File: src/rtl/mbx_pkg.sv
package mbx_pkg;
  localparam int NIB_W = 4;
  typedef logic [NIB_W-1:0] nib_t;
  localparam nib_t STATUS_IDLE = 4'h0;

  // address bit positions inside bus_addr_hi
  localparam int ADDR_A15 = 2;
  localparam int ADDR_A13 = 0;
  localparam int ARM_BIT  = 7;
endpackage

File: src/rtl/mbx_decode.sv
module mbx_decode
  import mbx_pkg::*;
(
  input  logic       bus_valid,
  input  logic       bus_rnw,
  input  logic [2:0] bus_addr_hi,
  output logic       bank_wr,
  output logic       box_wr
);
  logic wr_cycle;

  always_comb begin
    wr_cycle = bus_valid & ~bus_rnw;
    bank_wr  = wr_cycle & bus_addr_hi[ADDR_A15];
    box_wr   = wr_cycle & ~bus_addr_hi[ADDR_A15] & bus_addr_hi[ADDR_A13];
  end
endmodule

File: src/rtl/mbx_window.sv
module mbx_window #(
  parameter int WIN_CYCLES = 3000,
  localparam int CW = $clog2(WIN_CYCLES + 1)
) (
  input  logic          clk,
  input  logic          rst_n,
  input  logic          bank_wr,
  input  logic          arm_bit,
  input  logic          busy,
  output logic          armed,
  output logic          irq,
  output logic [CW-1:0] win_cnt
);
  logic          armed_q, done_q, irq_q;
  logic [CW-1:0] cnt_q;
  logic          arm_d, rearm, expire, done_d, irq_d;
  logic [CW-1:0] cnt_d;

  always_comb begin
    arm_d  = bank_wr ? arm_bit : armed_q;
    rearm  = bank_wr & arm_bit;
    expire = irq_q & (cnt_q == CW'(WIN_CYCLES - 1));
    if (rearm)       done_d = 1'b0;
    else if (expire) done_d = 1'b1;
    else             done_d = done_q;
    irq_d  = arm_d & ~busy & ~done_d;
    cnt_d  = (irq_q & irq_d & ~rearm) ? cnt_q + 1'b1 : '0;
  end

  always_ff @(posedge clk) begin
    if (!rst_n) begin
      armed_q <= 1'b0;
      done_q  <= 1'b0;
      irq_q   <= 1'b0;
      cnt_q   <= '0;
    end else begin
      armed_q <= arm_d;
      done_q  <= done_d;
      irq_q   <= irq_d;
      cnt_q   <= cnt_d;
    end
  end

  assign armed   = armed_q;
  assign irq     = irq_q;
  assign win_cnt = cnt_q;
endmodule

File: src/rtl/mbx_fifo.sv
module mbx_fifo #(
  parameter int W     = 4,
  parameter int DEPTH = 4,
  localparam int PW = (DEPTH > 1) ? $clog2(DEPTH) : 1,
  localparam int NW = $clog2(DEPTH + 1)
) (
  input  logic         clk,
  input  logic         rst_n,
  input  logic         push,
  input  logic [W-1:0] din,
  input  logic         pop_ready,
  output logic         full,
  output logic         valid,
  output logic [W-1:0] dout
);
  logic [W-1:0]  slot_q [DEPTH];
  logic [PW-1:0] wr_ptr, rd_ptr;
  logic [NW-1:0] count;
  logic          pop, do_push;

  function automatic logic [PW-1:0] nxt(input logic [PW-1:0] p);
    return (p == PW'(DEPTH - 1)) ? '0 : p + 1'b1;
  endfunction

  always_comb begin
    full    = (count == NW'(DEPTH));
    valid   = (count != '0);
    pop     = valid & pop_ready;
    do_push = push & ~full;
    dout    = slot_q[rd_ptr];
  end

  for (genvar i = 0; i < DEPTH; i++) begin : g_slot
    always_ff @(posedge clk) begin
      if (!rst_n)                                slot_q[i] <= '0;
      else if (do_push && wr_ptr == PW'(i))      slot_q[i] <= din;
    end
  end

  always_ff @(posedge clk) begin
    if (!rst_n) begin
      wr_ptr <= '0;
      rd_ptr <= '0;
      count  <= '0;
    end else begin
      if (do_push) wr_ptr <= nxt(wr_ptr);
      if (pop)     rd_ptr <= nxt(rd_ptr);
      case ({do_push, pop})
        2'b10:   count <= count + 1'b1;
        2'b01:   count <= count - 1'b1;
        default: count <= count;
      endcase
    end
  end
endmodule

File: src/rtl/cart_mailbox.sv
module cart_mailbox
  import mbx_pkg::*;
#(
  parameter int   DEPTH      = 4,
  parameter int   WIN_CYCLES = 3000,
  parameter nib_t READY_CODE = 4'hA,
  localparam int  CW = $clog2(WIN_CYCLES + 1)
) (
  input  logic       clk,
  input  logic       rst_n,
  input  logic       bus_valid,
  input  logic       bus_rnw,
  input  logic [2:0] bus_addr_hi,
  input  logic [7:0] bus_wdata,
  input  logic       cop_busy,
  output logic       host_irq_n,
  output logic [7:0] host_rdata,
  output logic       nib_valid,
  input  logic       nib_ready,
  output logic [3:0] nib_data,
  output logic       drop_flag
);
  logic          bank_wr, box_wr, armed, irq, full, accept, disarm;
  logic [CW-1:0] win_cnt;
  nib_t          last_q;
  logic          drop_q;

  mbx_decode u_dec (
    .bus_valid   (bus_valid),
    .bus_rnw     (bus_rnw),
    .bus_addr_hi (bus_addr_hi),
    .bank_wr     (bank_wr),
    .box_wr      (box_wr)
  );

  mbx_window #(.WIN_CYCLES(WIN_CYCLES)) u_win (
    .clk     (clk),
    .rst_n   (rst_n),
    .bank_wr (bank_wr),
    .arm_bit (bus_wdata[ARM_BIT]),
    .busy    (cop_busy),
    .armed   (armed),
    .irq     (irq),
    .win_cnt (win_cnt)
  );

  assign accept = box_wr & armed & ~cop_busy;
  assign disarm = bank_wr & ~bus_wdata[ARM_BIT];

  mbx_fifo #(.W(NIB_W), .DEPTH(DEPTH)) u_fifo (
    .clk       (clk),
    .rst_n     (rst_n),
    .push      (accept),
    .din       (bus_wdata[NIB_W-1:0]),
    .pop_ready (nib_ready),
    .full      (full),
    .valid     (nib_valid),
    .dout      (nib_data)
  );

  always_ff @(posedge clk) begin
    if (!rst_n) begin
      last_q <= '0;
      drop_q <= 1'b0;
    end else begin
      if (accept && !full) last_q <= bus_wdata[NIB_W-1:0];
      if (disarm)                  drop_q <= 1'b0;
      else if (accept && full)     drop_q <= 1'b1;
    end
  end

  assign host_irq_n = ~irq;
  assign host_rdata = {(armed & ~cop_busy) ? READY_CODE : STATUS_IDLE, last_q};
  assign drop_flag  = drop_q;
endmodule

File: config.mk
export PLATFORM = sky130hd
export DESIGN_NAME = cart_mailbox
export DESIGN_NICKNAME = d
export VERILOG_FILES = /design/src/rtl/mbx_pkg.sv /design/src/rtl/mbx_decode.sv /design/src/rtl/mbx_window.sv /design/src/rtl/mbx_fifo.sv /design/src/rtl/cart_mailbox.sv
export SDC_FILE = /design/constraint.sdc
export NUM_CORES = 1
export LEC_CHECK = 0
export BUFFER_PORTS_ARGS = -buffer_cell sky130_fd_sc_hd__buf_2
export CORE_UTILIZATION = 47
export CTS_CLUSTER_SIZE = 25
export DETAILED_ROUTE_END_ITERATION = 8
export GPL_ROUTABILITY_DRIVEN = 0
export PLACE_DENSITY = 0.78
export RECOVER_POWER = 50
export SLEW_MARGIN = 20
export SYNTH_ARGS = -nofsm -noshare
export SYNTH_HDL_FRONTEND = slang
export SYNTH_SLANG_ARGS = --single-unit
File: constraint.sdc
create_clock -name clk -period 2.86 [get_ports clk]
set_input_delay 0.143 -clock clk [delete_from_list [all_inputs] [get_ports clk]]
set_output_delay 0.143 -clock clk [all_outputs]
set_load 0.05 [all_outputs]
==> metrics.md, run 1 <==
| Metric | Value |
|---|---|
| P_sw | 245 uW |
| Clk buf depth | 2 |
| First-pass GRT wire length | 5870 um |
| Nets | 252 |
| Antenna fix cells | 0 |
| RSZ-0062 raised after global routing | false |
| CTS root buf | clkbuf_8 |
| Die W | 68.2 um |
| Worst path max stage delay | 350 ps |
| Total Wirelength | 3490 um |
| Post-route clock skew | 4.10 ps |
| Commonest cells after routing, fill and taps aside | dfxtp_1, nand2_1, and2_1 |
| Pleak | 0.852 nW |
| FILL cells | 382 |
| Critical Path RT | 3080 ps |
| Cell family with most CP delay | simple AND/OR/NAND/NOR gates |
| Largest net degree at the start of global routing | 25 |
| # clock sinks | 45 |
| GRT Util Overall | 0.176 |
| Distinct cells, synth | 35 |
| Peak supply drop | 385 uV |
| Yosys reg bits | 45 |
| Setup crit end kind | flop |
| DP HPWL | 2630 um |
| Post_cts resized | 0 |
| Area growth syn-to-layout | 13.2% |
| Initial Util | 0.501 |
| DRT antenna net count | 0 |
| Fin cells | 278 |
| CTS Buf Count | 5 |
| Vias in the first global route | 1324 |
| # IOs | 32 |
| Critical setup path kind | reg -> reg |
| Pins Over Slew Limit | 0 |
| Cells after Synth | 200 |
| Bufs and invs on worst path | 2 |
| Slew @ Worst Pin | 633 ps |
| Remaining DRCs | 0 |
| Startpoint types | flop |
| Logic pwr share | 0.038 |
| Avg Inst Size Synth | 10.3 um^2 |
| Clock power share | 0.435 |
| Mean number of vias per cell | 5.03 |
| Most common cell after layout, fill and taps aside | dfxtp_1 |
| Layout cells sized above 1 | 0.132 |
| CP max FO | 8 |
| CTS tree | built |
| Die area | 4660 um^2 |
| Sequential share of power | 0.527 |
| Post-CTS setup buffer count | 0 |
| Post-synthesis sequential area ratio | 0.515 |
| Chip Height | 68.2 um |
| CTS clock-pin slew for the worst setup and hold paths | 80 ps |
| HP Class | in -> reg |
| Vias post-DR | 1399 |
| Syn Std Cell Area | 2060 um^2 |
| Final setup vio count | 0 |
| Post-Place Cells | 270 |
| CP arrival | 2500 ps |
| Drt wl/cell | 12.5 um |
| Sw Ratio | 0.192 |
| FP Rows | 23 |
| Worst skew pair latency | 290 ps |
| Ys Warns | 0 |
| Hold Buf Count CTS | 0 |
| FMAX | 440 MHz |
| Period minus WS final | 2270 ps |
| Slowest-stage cell, CP | dfxtp_1 |
| Max Cap Viol | 0 |
| Total iterations of the first detailed-routing run | 4 |
| Total grt overflow | 0 |
| Cells along the critical path | nand4b_1 -> nor4_1 -> clkinv_1 -> ha_1 -> inv_1 -> fa_1 -> xor2_1 -> or3_1 -> a21boi_0 |
| P_int | 1.03 mW |
| PD cells | 547 nW/um^2 |
| Relative slew slack | 0.574 |
| IO Port Bufs | 25 |
| Pre-CTS setup slack | 643 ps |
| DR iter-0 viols | 52 |
| Worst setup slack after layout | 586 ps |
| Final hold violations | 0 |
| Status | finished, final reports clean |
| # H-tree levels | 2 |
| Initial antenna violation count | 0 |
| Period utilization | 0.795 |
| Final setup TNS | 0 ps |
| Core Area | 4120 um^2 |
[synthesized netlist by cell type]
library cell	number	share of area
dfxtp_1	29	0.28
nand2_1	26	0.047
and2_1	19	0.058
nor2_1	17	0.031
edfxtp_1	16	0.23
inv_1	11	0.020
a21boi_0	9	0.033
xnor2_1	9	0.038
ha_1	7	0.042
and3_1	6	0.018
buf_4	5	0.018
nand3_1	5	0.012
o21ai_0	5	0.012
mux4_2	4	0.044
nand4_1	3	0.0091
nor2b_1	3	0.0091
or3_1	3	0.0091
xor2_1	3	0.013
a21oi_1	2	0.0049
nor3_1	2	0.0049
nor4_1	2	0.0061
and3_2	1	0.0036
and4_1	1	0.0042
buf_2	1	0.0024
clkbuf_1	1	0.0018
clkinv_1	1	0.0018
conb_1	1	0.0018
fa_1	1	0.0097
nand3b_1	1	0.0036
nand4b_1	1	0.0042
nor3b_1	1	0.0036
nor4b_1	1	0.0042
o31ai_2	1	0.0061
or4_1	1	0.0036
or4b_1	1	0.0049
[stage by stage]
| stage | hold slack (ps) | instance area (um^2) | power [mW] | utilization |
|---|---|---|---|---|
| 2_1_floorplan | 220 | 2070 | 0.721 | - |
| 3_3_place_gp | 340 | 2220 | 0.735 | 0.540 |
| 3_5_place_dp | 339 | 2220 | 0.736 | 0.540 |
| 4_1_cts | 23.1 | 2350 | 1.28 | 0.572 |
| 5_1_grt | 40.5 | 2330 | 1.32 | 0.567 |
| 6_report | 29.6 | 2330 | 1.28 | 0.567 |
[layer usage]
metal  GRT usage  part of all wire
met4      0.0625             0.016
met5           0                 0
met2       0.297              0.48
met1       0.214              0.47
met3      0.0467             0.032
[kinds of logic (layout without fill, tap and decap cells)]
group | count (synthesis) | after routing | synth area share
adder cells (fa/ha/maj) | 8 | 8 | 0.0522
AO/OA/AOI/OAI | 17 | 17 | 0.0558
buffers and inverters | 19 | 46 | 0.0443
XOR/XNOR | 12 | 12 | 0.0510
AND/OR/NAND/NOR | 94 | 94 | 0.237
other | 1 | 2 | 0.00182
flip-flops | 45 | 45 | 0.515
multiplexers | 4 | 4 | 0.0437
[final timing paths]
path	cells past startpoint	slack, ps	startpoint	endpoint
setup / recovery	9	590	u_win.armed	u_fifo.count[2]
hold / removal	2	30	cop_busy	u_win.irq
setup reg to reg	9	590	u_win.armed	u_fifo.count[2]
hold reg to reg	2	470	last_q[1]	last_q[1]
[state kept, by name, summed over array words and instances (netlist names), named ones only]
signal	count
u_fifo.rd_ptr	2
last_q	4
u_fifo.count	3
u_win.done_q	1
u_win.armed	1
u_fifo.slot_q	16
u_fifo.wr_ptr	2
u_win.irq	1
u_win.win_cnt	12
drop_flag	1
[power by group through the flow]
stage / sequential (mW) / combinational (mW) / clock (mW)
final: 0.672 / 0.0484 / 0.555
after global placement: 0.686 / 0.0487 / 0
after detailed placement: 0.687 / 0.0490 / 0
after CTS: 0.672 / 0.0492 / 0.563
after global routing: 0.673 / 0.0526 / 0.591
after floorplan: 0.685 / 0.0353 / 0
[area by class of cell]
class	count	area, um^2	area share
clock buffers	5	68.8	0.0295
clock inverters	3	65.1	0.0279
inverters	12	45.0	0.0193
multi-input cells	137	913	0.391
flip-flops and latches	45	1060	0.455
well taps	50	62.6	0.0268
repair buffers	26	118	0.0504
No activity file was read; power rests on OpenSTA's default activity.
==> run 2, diff against run 1 <==
- clock period: 2.86 -> 2.3 ns (I/O delays scaled with it)
==> metrics.md, run 2 (synthesized netlist as in run 1, its figures left out) <==
| Metric | Value |
|---|---|
| Status | finished, final reports clean |
| Cell family with most CP delay | simple AND/OR/NAND/NOR gates |
| Period minus WS final | 2190 ps |
| Gr busiest metal | met2 |
| Critical Path RT | 2520 ps |
| Worst Reg-to-Reg Cells | 9 |
| DR iter-0 viols | 130 |
| Vias in the first global route | 1377 |
| # H-tree levels | 2 |
| Met1 Use GR | 0.217 |
| IO Port Bufs | 25 |
| R2R setup slack | 190 ps |
| First-pass GRT wire length | 6250 um |
| Total iterations of the first detailed-routing run | 4 |
| CTS tree | built |
| # IOs | 32 |
| Fin cells | 282 |
| FMAX | 457 MHz |
| CTS clock-pin slew for the worst setup and hold paths | 90 ps |
| Initial Util | 0.501 |
| Total Wirelength | 3630 um |
| FILL cells | 382 |
| Core Area | 4120 um^2 |
| Commonest cells after routing, fill and taps aside | dfxtp_1, nand2_1, and2_1 |
| PD cells | 631 nW/um^2 |
| Peak supply drop | 426 uV |
| Max Cap Viol | 0 |
| GRT met3 Usage | 0.0517 |
| Cells along the critical path | dlygate4sd3_1 -> clkbuf_1 -> nand4b_1 -> nor4_4 -> inv_2 -> ha_1 -> inv_1 -> fa_1 -> xor2_1 -> or3_1 -> a21boi_0 |
| Multi-input logic area | 933 um^2 |
| Largest net degree at the start of global routing | 25 |
| Pleak | 0.865 nW |
| Die area | 4660 um^2 |
| Overall Power | 1.49 mW |
| Final setup vio count | 0 |
| Placed Area | 2240 um^2 |
| FP Rows | 23 |
| Hold WS | 65.7 ps |
| Die W | 68.2 um |
| Drt wl/cell | 12.9 um |
| Total grt overflow | 0 |
| Worst reg2reg startpoint | u_fifo.count[0] |
| Vias post-DR | 1419 |
| Clk buf depth | 2 |
| Antenna fix cells | 0 |
| Met2 usage | 0.322 |
| Worst setup slack after layout | 111 ps |
| CTS root buf | clkbuf_8 |
| Worst path max stage delay | 530 ps |
| Slowest-stage cell, CP | dlygate4sd3_1 |
| Pins Over Slew Limit | 0 |
| Critical R2R Capture | u_fifo.count[2] |
| Remaining DRCs | 0 |
| Largest register FFs | 16 |
| Post-Place Cells | 272 |
| Hold Path Sink | last_q[2] |
| Chip Height | 68.2 um |
| Final instance area | 2370 um^2 |
| Hold Crit Depth | 3 |
| DP HPWL | 2680 um |
| GRT Util Overall | 0.185 |
| # clock sinks | 45 |
| Post-route clock skew | 7.84 ps |
| Critical setup path kind | in -> reg |
| Final hold violations | 0 |
| Nets | 256 |
| Initial antenna violation count | 0 |
| CTS Buf Count | 5 |
| Slew @ Worst Pin | 612 ps |
| Mean number of vias per cell | 5.03 |
| Area growth syn-to-layout | 14.9% |
| Register area | 1060 um^2 |
| Largest Register | u_fifo.slot_q |
| Worst Min Path Start | bus_wdata[2] |
| Layout cells sized above 1 | 0.155 |
| Relative slew slack | 0.594 |
| Most common cell after layout, fill and taps aside | dfxtp_1 |
| Bufs and invs on worst path | 4 |
| HP Class | in -> reg |
| Startpoint types | input pin |
| DRT antenna net count | 0 |
| CP max FO | 3 |
| Setup crit end kind | flop |
| CP arrival | 2410 ps |
| Period utilization | 0.952 |
| Worst skew pair latency | 300 ps |
| Pre-CTS setup slack | 115 ps |
## run 2: repair_timing
action                     CTS  global route
buffers inserted             0             1
hold endpoints to repair     1             0
gates resized for setup      0             3
hold buffers                 1             0
setup endpoints to repair    0             2
## run 2: area by class of cell
class / instances / area share
clock inverters: 3 / 0.0195
flip-flops and latches: 45 / 0.448
multi-input cells: 137 / 0.394
clock buffers: 5 / 0.0290
repair buffers: 30 / 0.0644
well taps: 50 / 0.0264
inverters: 12 / 0.0190
## run 2: where the power goes
| group | switching, mW | leakage, nW | total (mW) | internal, mW |
|---|---|---|---|---|
| sequential | 0.00331 | 0.399 | 0.835 | 0.831 |
| clock | 0.270 | 0.0543 | 0.595 | 0.325 |
| combinational | 0.0441 | 0.412 | 0.0645 | 0.0205 |
## run 2: stage by stage
| step | util | TNS [ps] |
|---|---|---|
| floorplan | - | 0 |
| global placement | 0.543 | 0 |
| detailed placement | 0.543 | 0 |
| CTS | 0.574 | 0 |
| global route | 0.576 | -1.73 |
| finish | 0.576 | 0 |
## run 2: layer usage
layer | wire length [um] | up-vias
li1 | - | 737
met3 | 140 | 6
met5 | 0 | -
met4 | 57 | 0
met2 | 1820 | 30
met1 | 1620 | 646
## run 2: worst max path at each step
stage / startpoint / end / slack [ps] / depth (start not counted)
detailed placement: u_fifo.count[0] / u_fifo.count[2] / 110 / 9
floorplan: u_win.armed / u_fifo.count[2] / 20 / 10
finish: cop_busy / u_fifo.count[2] / 110 / 11
global route: cop_busy / u_fifo.count[2] / -2 / 11
global placement: u_fifo.count[0] / u_fifo.count[2] / 240 / 9
CTS: cop_busy / u_fifo.count[2] / 60 / 11
## run 2: worst register-to-register path, delay by kind of cell (launching register included)
| family | cells | cell delay, ps |
|---|---|---|
| buffers and inverters | 2 | 130 |
| AND/OR/NAND/NOR | 3 | 700 |
| adder cells (fa/ha/maj) | 2 | 540 |
| flip-flops | 1 | 350 |
| AO/OA/AOI/OAI | 1 | 170 |
| XOR/XNOR | 1 | 160 |
